File: src/rtl/rx_ring_pkg.sv
package rx_ring_pkg;
  localparam int IDX_W     = 12;
  localparam int LOG2_W    = 4;
  localparam int MIN_LOG2  = 4;
  localparam int MAX_LOG2  = 12;
  localparam int DEF_LOG2  = 8;
  localparam int STEP_LOG2 = 3;
  localparam int TMO_W     = 8;
  localparam int BASE_W    = 28;
  localparam int DATA_W    = 32;

  typedef enum logic [1:0] {
    SEL_CFG  = 2'd0,
    SEL_BASE = 2'd1,
    SEL_WIDX = 2'd2
  } reg_sel_e;

  typedef struct packed {
    logic             irq_en;
    logic [TMO_W-1:0] tmo;
    logic [IDX_W-1:0] mask;
  } ring_cfg_t;
endpackage

File: src/rtl/rx_ring_regs.sv
module rx_ring_regs
  import rx_ring_pkg::*;
#(
  parameter int P_IDX_W  = IDX_W,
  parameter int P_TMO_W  = TMO_W,
  parameter int P_BASE_W = BASE_W
) (
  input  logic                clk,
  input  logic                rst_n,
  input  logic                wr_en,
  input  logic [1:0]          sel,
  input  logic [DATA_W-1:0]   wdata,
  output ring_cfg_t           cfg,
  output logic [P_BASE_W-1:0] base,
  output logic [P_IDX_W-1:0]  widx
);
  localparam int TMO_LSB = LOG2_W;
  localparam int EN_BIT  = LOG2_W + P_TMO_W;

  logic [LOG2_W-1:0]  size_lg;
  logic [LOG2_W-1:0]  eff_lg;
  logic [P_TMO_W-1:0] tmo_q;
  logic               en_q;
  logic [P_IDX_W-1:0] mask;
  logic [P_IDX_W-1:0] step_mask;

  always_comb begin
    if (size_lg < LOG2_W'(MIN_LOG2))      eff_lg = LOG2_W'(MIN_LOG2);
    else if (size_lg > LOG2_W'(MAX_LOG2)) eff_lg = LOG2_W'(MAX_LOG2);
    else                                  eff_lg = size_lg;
  end

  assign mask      = P_IDX_W'((32'd1 << eff_lg) - 32'd1);
  assign step_mask = ~P_IDX_W'((32'd1 << STEP_LOG2) - 32'd1);

  always_ff @(posedge clk or negedge rst_n) begin
    if (!rst_n) begin
      size_lg <= LOG2_W'(DEF_LOG2);
      tmo_q   <= '0;
      en_q    <= 1'b0;
      base    <= '0;
      widx    <= '0;
    end else if (wr_en) begin
      case (reg_sel_e'(sel))
        SEL_CFG: begin
          size_lg <= wdata[LOG2_W-1:0];
          tmo_q   <= wdata[TMO_LSB +: P_TMO_W];
          en_q    <= wdata[EN_BIT];
        end
        SEL_BASE: base <= wdata[P_BASE_W-1:0];
        SEL_WIDX: widx <= wdata[P_IDX_W-1:0] & mask & step_mask;
        default: ;
      endcase
    end
  end

  assign cfg.irq_en = en_q;
  assign cfg.tmo    = tmo_q;
  assign cfg.mask   = mask;

  assert_widx_aligned_R2: assert property (@(posedge clk) disable iff (!rst_n)
    widx[STEP_LOG2-1:0] == '0);

  assert_base_load_R6: assert property (@(posedge clk) disable iff (!rst_n)
    (wr_en && sel == SEL_BASE) |=> base == $past(wdata[P_BASE_W-1:0]));

  assert_size_clamp_R7: assert property (@(posedge clk) disable iff (!rst_n)
    mask[MIN_LOG2-1:0] == '1);
endmodule

File: src/rtl/rx_ring_fill.sv
module rx_ring_fill
  import rx_ring_pkg::*;
#(
  parameter int P_IDX_W = IDX_W
) (
  input  logic               clk,
  input  logic               rst_n,
  input  logic [P_IDX_W-1:0] mask,
  input  logic [P_IDX_W-1:0] widx,
  input  logic               fill_valid,
  output logic               fill_ready,
  output logic [P_IDX_W-1:0] slot,
  output logic               fire,
  output logic               status_wr,
  output logic [DATA_W-1:0]  status_word
);
  localparam int PAD_W = DATA_W - P_IDX_W;

  assign fill_ready = (slot != widx);
  assign fire       = fill_valid && fill_ready;

  always_ff @(posedge clk or negedge rst_n) begin
    if (!rst_n) begin
      slot        <= '0;
      status_wr   <= 1'b0;
      status_word <= '0;
    end else begin
      status_wr <= fire;
      if (fire) begin
        slot        <= (slot + P_IDX_W'(1)) & mask;
        status_word <= {{PAD_W{1'b0}}, slot};
      end
    end
  end

  assert_hold_when_full_R3: assert property (@(posedge clk) disable iff (!rst_n)
    !fill_ready |=> slot == $past(slot));

  assert_slot_step_R4: assert property (@(posedge clk) disable iff (!rst_n)
    fire |=> slot == (($past(slot) + P_IDX_W'(1)) & $past(mask)));

  assert_status_value_R5: assert property (@(posedge clk) disable iff (!rst_n)
    fire |=> status_wr && status_word[P_IDX_W-1:0] == $past(slot));

  assert_status_upper_R5: assert property (@(posedge clk) disable iff (!rst_n)
    status_word[DATA_W-1:P_IDX_W] == '0);

  assert_no_status_idle_R11: assert property (@(posedge clk) disable iff (!rst_n)
    !(fill_valid && fill_ready) |=> !status_wr);
endmodule

File: src/rtl/rx_ring_irq.sv
module rx_ring_irq
  import rx_ring_pkg::*;
#(
  parameter int P_TMO_W = TMO_W
) (
  input  logic               clk,
  input  logic               rst_n,
  input  logic               irq_en,
  input  logic [P_TMO_W-1:0] tmo,
  input  logic               fire,
  input  logic               tick,
  output logic               host_irq
);
  logic               pending;
  logic [P_TMO_W-1:0] timer;
  logic               expire;

  assign expire = pending && tick && (timer == P_TMO_W'(1));

  always_ff @(posedge clk or negedge rst_n) begin
    if (!rst_n) begin
      pending  <= 1'b0;
      timer    <= '0;
      host_irq <= 1'b0;
    end else begin
      host_irq <= 1'b0;
      if (!irq_en) begin
        pending <= 1'b0;
      end else if (tmo == '0) begin
        pending  <= 1'b0;
        host_irq <= fire;
      end else if (expire) begin
        host_irq <= 1'b1;
        if (fire) timer <= tmo;
        else      pending <= 1'b0;
      end else if (pending && tick) begin
        timer <= timer - P_TMO_W'(1);
      end else if (!pending && fire) begin
        pending <= 1'b1;
        timer   <= tmo;
      end
    end
  end

  assert_quiet_disabled_R10: assert property (@(posedge clk) disable iff (!rst_n)
    !irq_en |=> !host_irq);

  assert_immediate_R8: assert property (@(posedge clk) disable iff (!rst_n)
    (irq_en && tmo == '0 && fire) |=> host_irq);

  assert_tick_only_R9: assert property (@(posedge clk) disable iff (!rst_n)
    (irq_en && tmo != '0 && !tick) |=> !host_irq);
endmodule

File: src/rtl/rx_ring_ctrl.sv
module rx_ring_ctrl
  import rx_ring_pkg::*;
(
  input  logic              clk,
  input  logic              rst_n,
  input  logic              reg_wr_en,
  input  logic [1:0]        reg_sel,
  input  logic [31:0]       reg_wdata,
  input  logic              fill_valid,
  output logic              fill_ready,
  output logic [11:0]       fill_slot,
  input  logic              tick,
  output logic [27:0]       ring_base,
  output logic              status_wr,
  output logic [31:0]       status_word,
  output logic              host_irq
);
  ring_cfg_t        cfg;
  logic [IDX_W-1:0] widx;
  logic             fire;

  rx_ring_regs u_regs (
    .clk   (clk),
    .rst_n (rst_n),
    .wr_en (reg_wr_en),
    .sel   (reg_sel),
    .wdata (reg_wdata),
    .cfg   (cfg),
    .base  (ring_base),
    .widx  (widx)
  );

  rx_ring_fill u_fill (
    .clk         (clk),
    .rst_n       (rst_n),
    .mask        (cfg.mask),
    .widx        (widx),
    .fill_valid  (fill_valid),
    .fill_ready  (fill_ready),
    .slot        (fill_slot),
    .fire        (fire),
    .status_wr   (status_wr),
    .status_word (status_word)
  );

  rx_ring_irq u_irq (
    .clk      (clk),
    .rst_n    (rst_n),
    .irq_en   (cfg.irq_en),
    .tmo      (cfg.tmo),
    .fire     (fire),
    .tick     (tick),
    .host_irq (host_irq)
  );

  assert_reset_empty_R1: assert property (@(posedge clk) disable iff (!rst_n)
    $rose(rst_n) |-> (fill_slot == '0 && !host_irq));
endmodule

File: config.mk
export PLATFORM = sky130hd
export DESIGN_NAME = rx_ring_ctrl
export DESIGN_NICKNAME = d
export VERILOG_FILES = /design/src/rtl/rx_ring_pkg.sv /design/src/rtl/rx_ring_regs.sv /design/src/rtl/rx_ring_fill.sv /design/src/rtl/rx_ring_irq.sv /design/src/rtl/rx_ring_ctrl.sv
export SDC_FILE = /design/constraint.sdc
export NUM_CORES = 1
export LEC_CHECK = 0
export BUFFER_PORTS_ARGS = -buffer_cell sky130_fd_sc_hd__clkbuf_2
export CAP_MARGIN = 20
export CORE_MARGIN = 4
export CORE_UTILIZATION = 47
export DETAILED_ROUTE_END_ITERATION = 8
export PLACE_DENSITY = 0.78
export SLEW_MARGIN = 20
export SYNTH_ARGS = -nofsm -noshare
export SYNTH_HDL_FRONTEND = slang
export SYNTH_SLANG_ARGS = --single-unit
File: constraint.sdc
create_clock -name clk -period 1.9 [get_ports clk]
set_clock_uncertainty 0.1 [all_clocks]
set_input_delay 0.38 -clock clk [delete_from_list [all_inputs] [get_ports clk]]
set_output_delay 0.38 -clock clk [all_outputs]
set_load 0.03 [all_outputs]
==> results of run 1 <==
[state kept, by name, indices dropped and copies added, names as in the netlist]
| register | cells |
|---|---|
| u_fill.status_wr | 1 |
| u_fill.status_word | 12 |
| u_regs.en_q | 1 |
| u_regs.size_lg | 4 |
| u_irq.host_irq | 1 |
| u_fill.slot | 12 |
| u_regs.tmo_q | 8 |
| u_regs.widx | 9 |
| u_irq.timer | 8 |
| u_regs.base | 28 |
| u_irq.pending | 1 |
[per-layer routing]
| layer | up-vias | wire (µm) | GRT usage [%] | part of all wire, % |
|---|---|---|---|---|
| met2 | 139 | 4560 | 32.6 | 46 |
| li1 | 1570 | - | - | - |
| met4 | 0 | 246 | 8.58 | 2.5 |
| met1 | 1559 | 4290 | 26.4 | 43 |
| met5 | - | 0 | 0 | 0 |
| met3 | 17 | 833 | 6.62 | 8.4 |
[worst max-delay path, stage by stage, from the launching register on]
cell and delay, ps:
dfrtp_1 420, xor2_2 200, nor4_4 300, nand4_1 160
buf_6 170
[where the power goes]
| part | internal, mW | total, mW | switching [mW] |
|---|---|---|---|
| logic | 0.882 | 2.13 | 1.25 |
| registers | 2.18 | 2.48 | 0.305 |
| clock network | 0.880 | 1.54 | 0.662 |
| total | 3.94 | 6.15 | 2.21 |
[cell families after synthesis]
family | after synthesis | synth area share (%)
mux | 42 | 11.4
flops | 85 | 51.4
simple gates | 129 | 15.6
buf+inv | 51 | 7.16
compound gates | 64 | 10.2
fa+ha+maj | 5 | 1.51
xor+xnor | 12 | 2.54
other cells | 2 | 0.181
[cell usage in the layout, fill, tap and decap left out, types with 4 or more instances in the layout]
master,Yosys,routed
nor4_1,8,7
xor2_1,8,7
mux2_2,40,40
nand2_1,62,62
nor3_1,5,4
dfrtp_2,0,8
xnor2_1,4,4
buf_4,22,37
clkbuf_8,0,9
conb_1,2,22
o21ai_0,26,26
clkbuf_2,0,87
nor2_1,13,13
a2bb2oi_1,7,7
ha_1,5,5
nor2b_1,8,8
dfrtp_1,84,76
a21oi_1,5,4
buf_12,0,4
nand3_1,12,12
inv_1,11,10
[final timing paths]
kind                       depth (start not counted)               endpoint  slack (ps)             startpoint
setup / recovery                                   4             fill_ready        -180         u_regs.widx[4]
hold / removal                                     2        u_regs.base[20]         150          reg_wdata[20]
setup reg to reg                                   6         u_fill.slot[4]        -120         u_regs.widx[4]
hold reg to reg                                    2  u_fill.status_word[7]         380  u_fill.status_word[7]
max in group asynchronous                          3         u_fill.slot[4]         730                  rst_n
min in group asynchronous                          2         u_regs.base[6]         420                  rst_n
[metrics by stage]
| step | instance area (µm²) | setup slack [ps] |
|---|---|---|
| 2_1_floorplan | 4250 | -34.2 |
| 3_3_place_gp | 4930 | -115 |
| 3_5_place_dp | 4930 | -157 |
| 4_1_cts | 5220 | -206 |
| 5_1_grt | 5250 | -275 |
| 6_report | 5250 | -176 |
[layout make-up]
cell class / instances / area [µm²]
tap: 105 / 131
multi-input combinational: 274 / 1850
clock inverter: 7 / 120
clock buffer: 9 / 124
sequential: 85 / 2140
fill: 691 / 3130
inverter: 12 / 47.5
timing repair buffer: 132 / 837
[timing repair]
action / 4_1_cts / 5_1_grt
hold buffers: 1 / 0
gates resized for setup: 7 / 6
hold endpoints to repair: 33 / 0
setup buffers: 1 / 0
setup endpoints to repair: 35 / 35
pin swaps: 0 / 3
==> metrics.txt, run 1 <==
pins over their slew limit=0; Tmin final=2080 ps; area delta synth->final=26.8%; TritonCTS Buffers=9; Clock Tree Buf Depth=2; First-pass DRT Iterations=4; # setup viols final=18; All-Layer GR Usage=20.6%; die height=102 µm; synthesized area=4140 µm²; Detail Route Antenna Nets=0; synth warn=0; vias per cell=5.26; crit path max fanout=2; hold_ws=148 ps; unrepaired setup endpoints after global routing=true; FF+latch count, synth=85; Post-Route WL=9930 µm; CTS tree=built; worst-margin pin slew=511 ps; Port-buffer cells=89; commonest cells in the netlist=dfrtp_1, nand2_1, mux2_2; Worst Path Required=1420 ps; ANT cells=0; Post-synth EDFFs=0; H-tree level count=3; post-synthesis async set-or-reset flop share=100%; Root Buffer=clkbuf_8; share of the yosys chip area belonging to registers=51.4%; die width=102 µm; first-pass GRT wire length=16600 µm; CP endpoint kind=output port; Main synth FF type=dfrtp_1; Critical Path Source Type=flip-flop; count leader, synth=dfrtp_1; Leakage=2.59 nW; WS Path Type=flip-flop to output port; post-route DRC violation count=0; routability congestion estimate=0.833; initial antenna violation count=0; final core occ=62.6%; clock slew at the register clock pins of the worst setup and hold paths=90 ps; placed insts=606; HP Class=primary input to flip-flop; largest net degree at the start of global routing=37; total power=6.15 mW; Synth area leaders=dfrtp_1, mux2_2, nand2_1; I/O Pins=114; synth unique cells=54; syn_area_per_cell=10.6 µm²; Initial Utilization=49.4%; Starting DRT DRC Count=192; via count=3285; Rel. slew slack=65.9%; core area=8380 µm²; Synth top area share=50.8%; share of cells above drive strength 1=40.7%; standard-cell rows=33; final period utilization=109%; Avg WL per Cell=15.9 µm; clk sinks=85; VDD IR max=0.000668 V; Final Worst Setup Slack=-176 ps; setup TNS=-961 ps; synthesized instance count=390; endpoints failing hold=0; status=finished with violations; fin cells=624; gr ovfl total=0; Detailed Place HPWL=7390 µm; Crit path arrival time=1600 ps; die area=10400 µm²; failing checks=setup timing; PD cells=1170 nW/µm²; fin nets=558; clk_lat worst skew=360 ps; vias in the first global route=3447; area leader, netlist=dfrtp_1; total of max-cap violations=0; Fmax achieved=482 MHz
No activity file was read; power rests on OpenSTA's default activity.
==> run 2: changes to the inputs <==
SKIP_CTS_REPAIR_TIMING = 1   (was default)
==> run 2 against run 1 <==
- worst hold slack got worse by 0.63 ps
- wire length rose by 0.17%
- die area did not move
- critical path depth did not move
- cell area fell by 0.36%
- via count rose by 0.40%
- sequential power barely moved
- the flow still finishes with violations (setup timing)
- first-iteration DRC count did not move
- sequential share of layout area rose by 0.15 points
==> metrics.txt, run 2 (same netlist as run 1, synthesis figures left out) <==
Tmin final=2080 ps (about the same); Critical Path Source Type=flip-flop (unchanged); routability congestion estimate=0.833 (unchanged); max FFs per register=28 (unchanged); Leakage=2.58 nW (was 2.59 nW); vias per cell=5.29 (was 5.26); die height=102 µm (unchanged); crit-path cells=xor2_2, nor4_4, nand4_1, buf_6 (unchanged); fin nets=557 (was 558); clock slew at the register clock pins of the worst setup and hold paths=90 ps (about the same); Crit path arrival time=1600 ps (about the same); vias in the first global route=3422 (was 3447); start point of the critical path=u_regs.widx[4] (unchanged); standard-cell rows=33 (unchanged); R2R Setup Slk=-120 ps (about the same); Starting DRT DRC Count=192 (unchanged); WS Path Type=flip-flop to output port (unchanged); worst-margin pin slew=515 ps (was 511 ps); fill count=691 (unchanged); fin cells=623 (was 624); # setup viols final=17 (was 18); Multi-input gate area=1850 µm² (about the same); Detail Route Antenna Nets=0 (unchanged); pins over their slew limit=0 (unchanged); CP endpoint kind=output port (unchanged); total power=6.14 mW (was 6.15 mW); endpoints failing hold=0 (unchanged); Root Buffer=clkbuf_8 (unchanged); via count=3298 (was 3285); clk sinks=85 (unchanged); Worst Path Required=1420 ps (about the same); crit path max fanout=2 (unchanged); die width=102 µm (unchanged); share of cells above drive strength 1=40.5% (was 40.7%); All-Layer GR Usage=20.5% (was 20.6%); largest net degree at the start of global routing=37 (unchanged); Fmax achieved=481 MHz (was 482 MHz); CP endpoint=fill_ready (unchanged); final period utilization=109% (about the same); failing checks=setup timing (unchanged); Final Worst Setup Slack=-177 ps (was -176 ps); TritonCTS Buffers=9 (unchanged); Worst path slowest cell=dfrtp_1 (unchanged); Initial Utilization=49.4% (unchanged); CTS tree=built (unchanged); FF+latch area=2140 µm² (unchanged); core area=8380 µm² (unchanged); First-pass DRT Iterations=4 (unchanged); Rel. slew slack=65.7% (was 65.9%); post-route DRC violation count=0 (unchanged); ANT cells=0 (unchanged); r2r startpoint=u_fill.slot[0] (was u_regs.widx[4]); Reg with most FFs=u_regs.base (unchanged); Detailed Place HPWL=7390 µm (unchanged); total of max-cap violations=0 (unchanged); die area=10400 µm² (unchanged); I/O Pins=114 (unchanged); placed insts=606 (unchanged); VDD IR max=0.000669 V (was 0.000668 V); first-pass GRT wire length=16500 µm (was 16600 µm); clk_lat worst skew=360 ps (about the same); gr ovfl total=0 (unchanged); PD cells=1170 nW/µm² (about the same); area delta synth->final=26.3% (was 26.8%); Avg WL per Cell=16.0 µm (was 15.9 µm); reg-to-reg endpoint=u_irq.timer[4] (was u_fill.slot[4]); R2R depth=7 (was 6); status=finished with violations (unchanged); Port-buffer cells=89 (unchanged); Largest regs=u_regs.base: 28 flops, u_fill.slot: 12 flops, u_fill.status_word: 12 flops (unchanged); H-tree level count=3 (unchanged); Post-Route WL=9950 µm (was 9930 µm); initial antenna violation count=0 (unchanged); Clock Tree Buf Depth=2 (unchanged); hold path startpoint=reg_wdata[20] (unchanged); HP Class=primary input to flip-flop (unchanged); largest stage delay on the critical path=420 ps (about the same); commonest non-fill, non-tap cell in the layout=clkbuf_2 (unchanged); most frequent cells in the layout=clkbuf_2, dfrtp_1, nand2_1 (unchanged); unrepaired setup endpoints after global routing=true (unchanged)
[run 2: changes by cell type in the layout (fill, tap and decap cells not counted), sizes merged]
cell	previous run	this run
buf	44	43
[run 2: through the flow]
step	TNS, ps	utilization, %	instance area, µm²	setup slack [ps]	hold WS [ps]
floorplan	-246	-	4250	-34.2	-15.6
global placement	-1740	58.8	4930	-115	281
detailed placement	-2840	58.8	4930	-157	288
CTS	-3740	61.7	5170	-296	-117
global route	-4210	62.4	5230	-271	123
finish	-1050	62.4	5230	-177	148
[run 2: worst min path at each step]
| stage | end | slack (ps) | cells after the start |
|---|---|---|---|
| floorplan | u_fill.slot[0] | -20 | 0 |
| global placement | u_regs.tmo_q[1] | 280 | 1 |
| detailed placement | u_regs.base[6] | 290 | 1 |
| CTS | u_regs.base[6] | -120 | 1 |
| global route | u_regs.base[21] | 120 | 2 |
| finish | u_regs.base[20] | 150 | 2 |
[run 2: power breakdown]
group          switching, mW  internal [mW]  leakage [nW]
logic                   1.24          0.871          1.41
registers              0.303           2.18          1.05
clock network          0.668          0.880         0.120
[run 2: worst max-delay path, delay by kind of cell, from the launching register on]
kind / cells / cell delay [ps]
buffers and inverters: 1 / 170
DFF: 1 / 420
xor gates and xnor gates: 1 / 200
and+or+nand+nor: 2 / 450
[run 2: per-layer routing]
layer / wire, µm / global-route usage, % / vias to the layer above
li1: - / - / 1568
met1: 4270 / 26.4 / 1571
met2: 4560 / 32.3 / 140
met3: 858 / 6.69 / 19
met4: 253 / 8.48 / 0
met5: 0 / 0 / -
[run 2: final cells by class]
cell class | instances | area share, %
Tap cell | 105 | 2.51
Clock inverter | 7 | 2.30
Sequential cell | 85 | 40.9
Timing Repair Buffer | 131 | 15.7
Inverter | 12 | 0.861
Multi-Input combinational cell | 274 | 35.4
Clock buffer | 9 | 2.37
==> run 3: changes to the inputs <==
CORE_UTILIZATION = 52   (was 47)
PLACE_DENSITY = 0.81   (was 0.78)
clock period = 2.2 ns   (was 1.9 ns; I/O delays follow)
==> run 3 against run 2 <==
- the flow now finishes without violations
- cell area decreased by 5.7%
- critical path depth unchanged
- global-route usage about the same
- cell count decreased by 3.9%
- clock-buffer cell count increased by 1
- worst setup slack improved by 240 ps
- clock power decreased by 28%
- register-to-register slack improved by 210 ps
- worst hold slack improved by 53 ps
- first-iteration DRC count decreased by 1.6%
- wire length decreased by 8.1%
- sequential share of layout area increased by 2.3 points
- critical endpoint unchanged
- highest routed layer unchanged
==> metrics.txt, run 3 (same netlist as run 1, synthesis figures left out) <==
endpoints failing hold=0 (unchanged); Worst Path Required=1660 ps (was 1420 ps); Fmax achieved=469 MHz; clock share of power=23.1% (was 25.2%); setup TNS=0 ps (was -1050 ps); Avg WL per Cell=15.3 µm (was 16.0 µm); Critical Path Source Type=flip-flop (unchanged); final period utilization=97.0%; TritonCTS Buffers=9 (unchanged); WS Path Type=flip-flop to output port (unchanged); routability congestion estimate=0.848 (was 0.833); share of cells above drive strength 1=35.2% (was 40.5%); Starting DRT DRC Count=189 (was 192); status=complete, no violations (was finished with violations); switching part of the total power=38.0% (was 36.1%); hold_ws=201 ps (was 148 ps); Root Buffer=clkbuf_8 (unchanged); largest net degree at the start of global routing=43 (was 37); core area=7730 µm² (was 8380 µm²); most frequent cells in the layout=clkbuf_2, dfrtp_1, nand2_1 (unchanged); HP Class=primary input to flip-flop (unchanged); Pint=3.02 mW (was 3.93 mW); Post-Route WL=9140 µm (was 9950 µm); PD cells=986 nW/µm² (was 1170 nW/µm²); unrepaired setup endpoints after global routing=true (unchanged); Rel. slew slack=62.4% (was 65.7%); total of max-cap violations=0 (unchanged); CP endpoint kind=output port (unchanged); Largest regs=u_regs.base: 28 flops, u_fill.slot: 12 flops, u_fill.status_word: 12 flops (unchanged); Psw=1.85 mW (was 2.21 mW); Detail Route Antenna Nets=0 (unchanged); All-Layer GR Usage=20.5% (about the same); max FFs per register=28 (unchanged); clk sinks=85 (unchanged); standard-cell rows=32 (was 33); die width=97.2 µm (was 102 µm); vias in the first global route=3259 (was 3422); # setup viols final=0 (was 17); via count=3220 (was 3298); VDD IR max=0.000792 V (was 0.000669 V); pins over their slew limit=0 (unchanged); Leakage=2.43 nW (was 2.58 nW); crit path max fanout=2 (unchanged); Tmin final=2130 ps; die area=9450 µm² (was 10400 µm²); H-tree level count=3 (unchanged); I/O Pins=114 (unchanged); Crit path arrival time=1590 ps (was 1600 ps); post-route DRC violation count=0 (unchanged); CTS tree=built (unchanged); Port-buffer cells=89 (unchanged); Detailed Place HPWL=6800 µm (was 7390 µm); commonest non-fill, non-tap cell in the layout=clkbuf_2 (unchanged); clock slew at the register clock pins of the worst setup and hold paths=80 ps (was 90 ps); Initial Utilization=53.6% (was 49.4%); vias per cell=5.38 (was 5.29); Logic pwr share=32.3% (was 34.4%); ANT cells=0 (unchanged); area delta synth->final=19.2% (was 26.3%); Reg with most FFs=u_regs.base (unchanged); Sequential Power Share=44.7% (was 40.4%); worst-margin pin slew=563 ps (was 515 ps); initial antenna violation count=0 (unchanged); fin nets=536 (was 557); die height=97.2 µm (was 102 µm); gr ovfl total=0 (unchanged); First-pass DRT Iterations=4 (unchanged); clk_lat worst skew=360 ps (about the same); first-pass GRT wire length=15700 µm (was 16500 µm); Clock Tree Buf Depth=2 (unchanged)
## run 3: cell count changes in the layout (fill, tap and decap cells not counted), sizes merged
cell,delta
clkinvlp,+2
clkinv,-1
clkbuf,+1
bufinv,-2
buf,-21
## run 3: worst paths after layout
check	startpoint	to	slack, ps	depth (start not counted)
worst min-delay path	reg_wdata[3]	u_regs.size_lg[3]	200	3
worst max register to register	u_fill.slot[8]	u_fill.slot[7]	90	5
min in group asynchronous	rst_n	u_irq.pending	510	2
max in group asynchronous	rst_n	u_regs.base[3]	910	3
worst min register to register	u_fill.status_word[2]	u_fill.status_word[2]	380	2
worst max-delay path	u_fill.slot[8]	fill_ready	70	4
## run 3: power groups by stage
stage,clock [mW],combinational [mW],sequential (mW)
after floorplan,0,0.831,2.45
after global routing,1.22,1.73,2.23
final,1.12,1.57,2.17
after CTS,1.15,1.57,2.17
after detailed placement,0,1.56,2.20
after global placement,0,1.52,2.18
## run 3: per-layer routing
metal  global-route usage [%]  up-vias  share of wire (%)
met5                        0        -                  0
met4                     7.14        0                1.8
met3                     5.96       14                8.1
met2                     31.6      120                 46
met1                     27.9     1551                 44
li1                         -     1535                  -
## run 3: final cells by class
type,instances,area [µm²]
sequential,85,2130
timing repair buffer,110,627
clock inverter,6,70.1
inverter,12,45.0
multi-input combinational,274,1810
fill,640,2790
tap,102,128
clock buffer,10,128
## run 3: critical path, cell delays in order, from the launching register on
cell and delay [ps]:
dfrtp_1 400, xor2_1 180, nor4_2 340, nand4_1 160
buf_6 170
## run 3: per-stage QoR
step / setup slack (ps) / instances / power (mW) / cell area, µm² / utilization, %
6_report: 66.8 / 599 / 4.86 / 4930 / 63.8
5_1_grt: -22.6 / 599 / 5.17 / 4930 / 63.8
4_1_cts: -5.42 / 597 / 4.88 / 4900 / 63.4
3_5_place_dp: 77.1 / 581 / 3.76 / 4700 / 60.8
3_3_place_gp: 119 / 581 / 3.69 / 4700 / 60.8
2_1_floorplan: 93.2 / 410 / 3.28 / 4220 / -
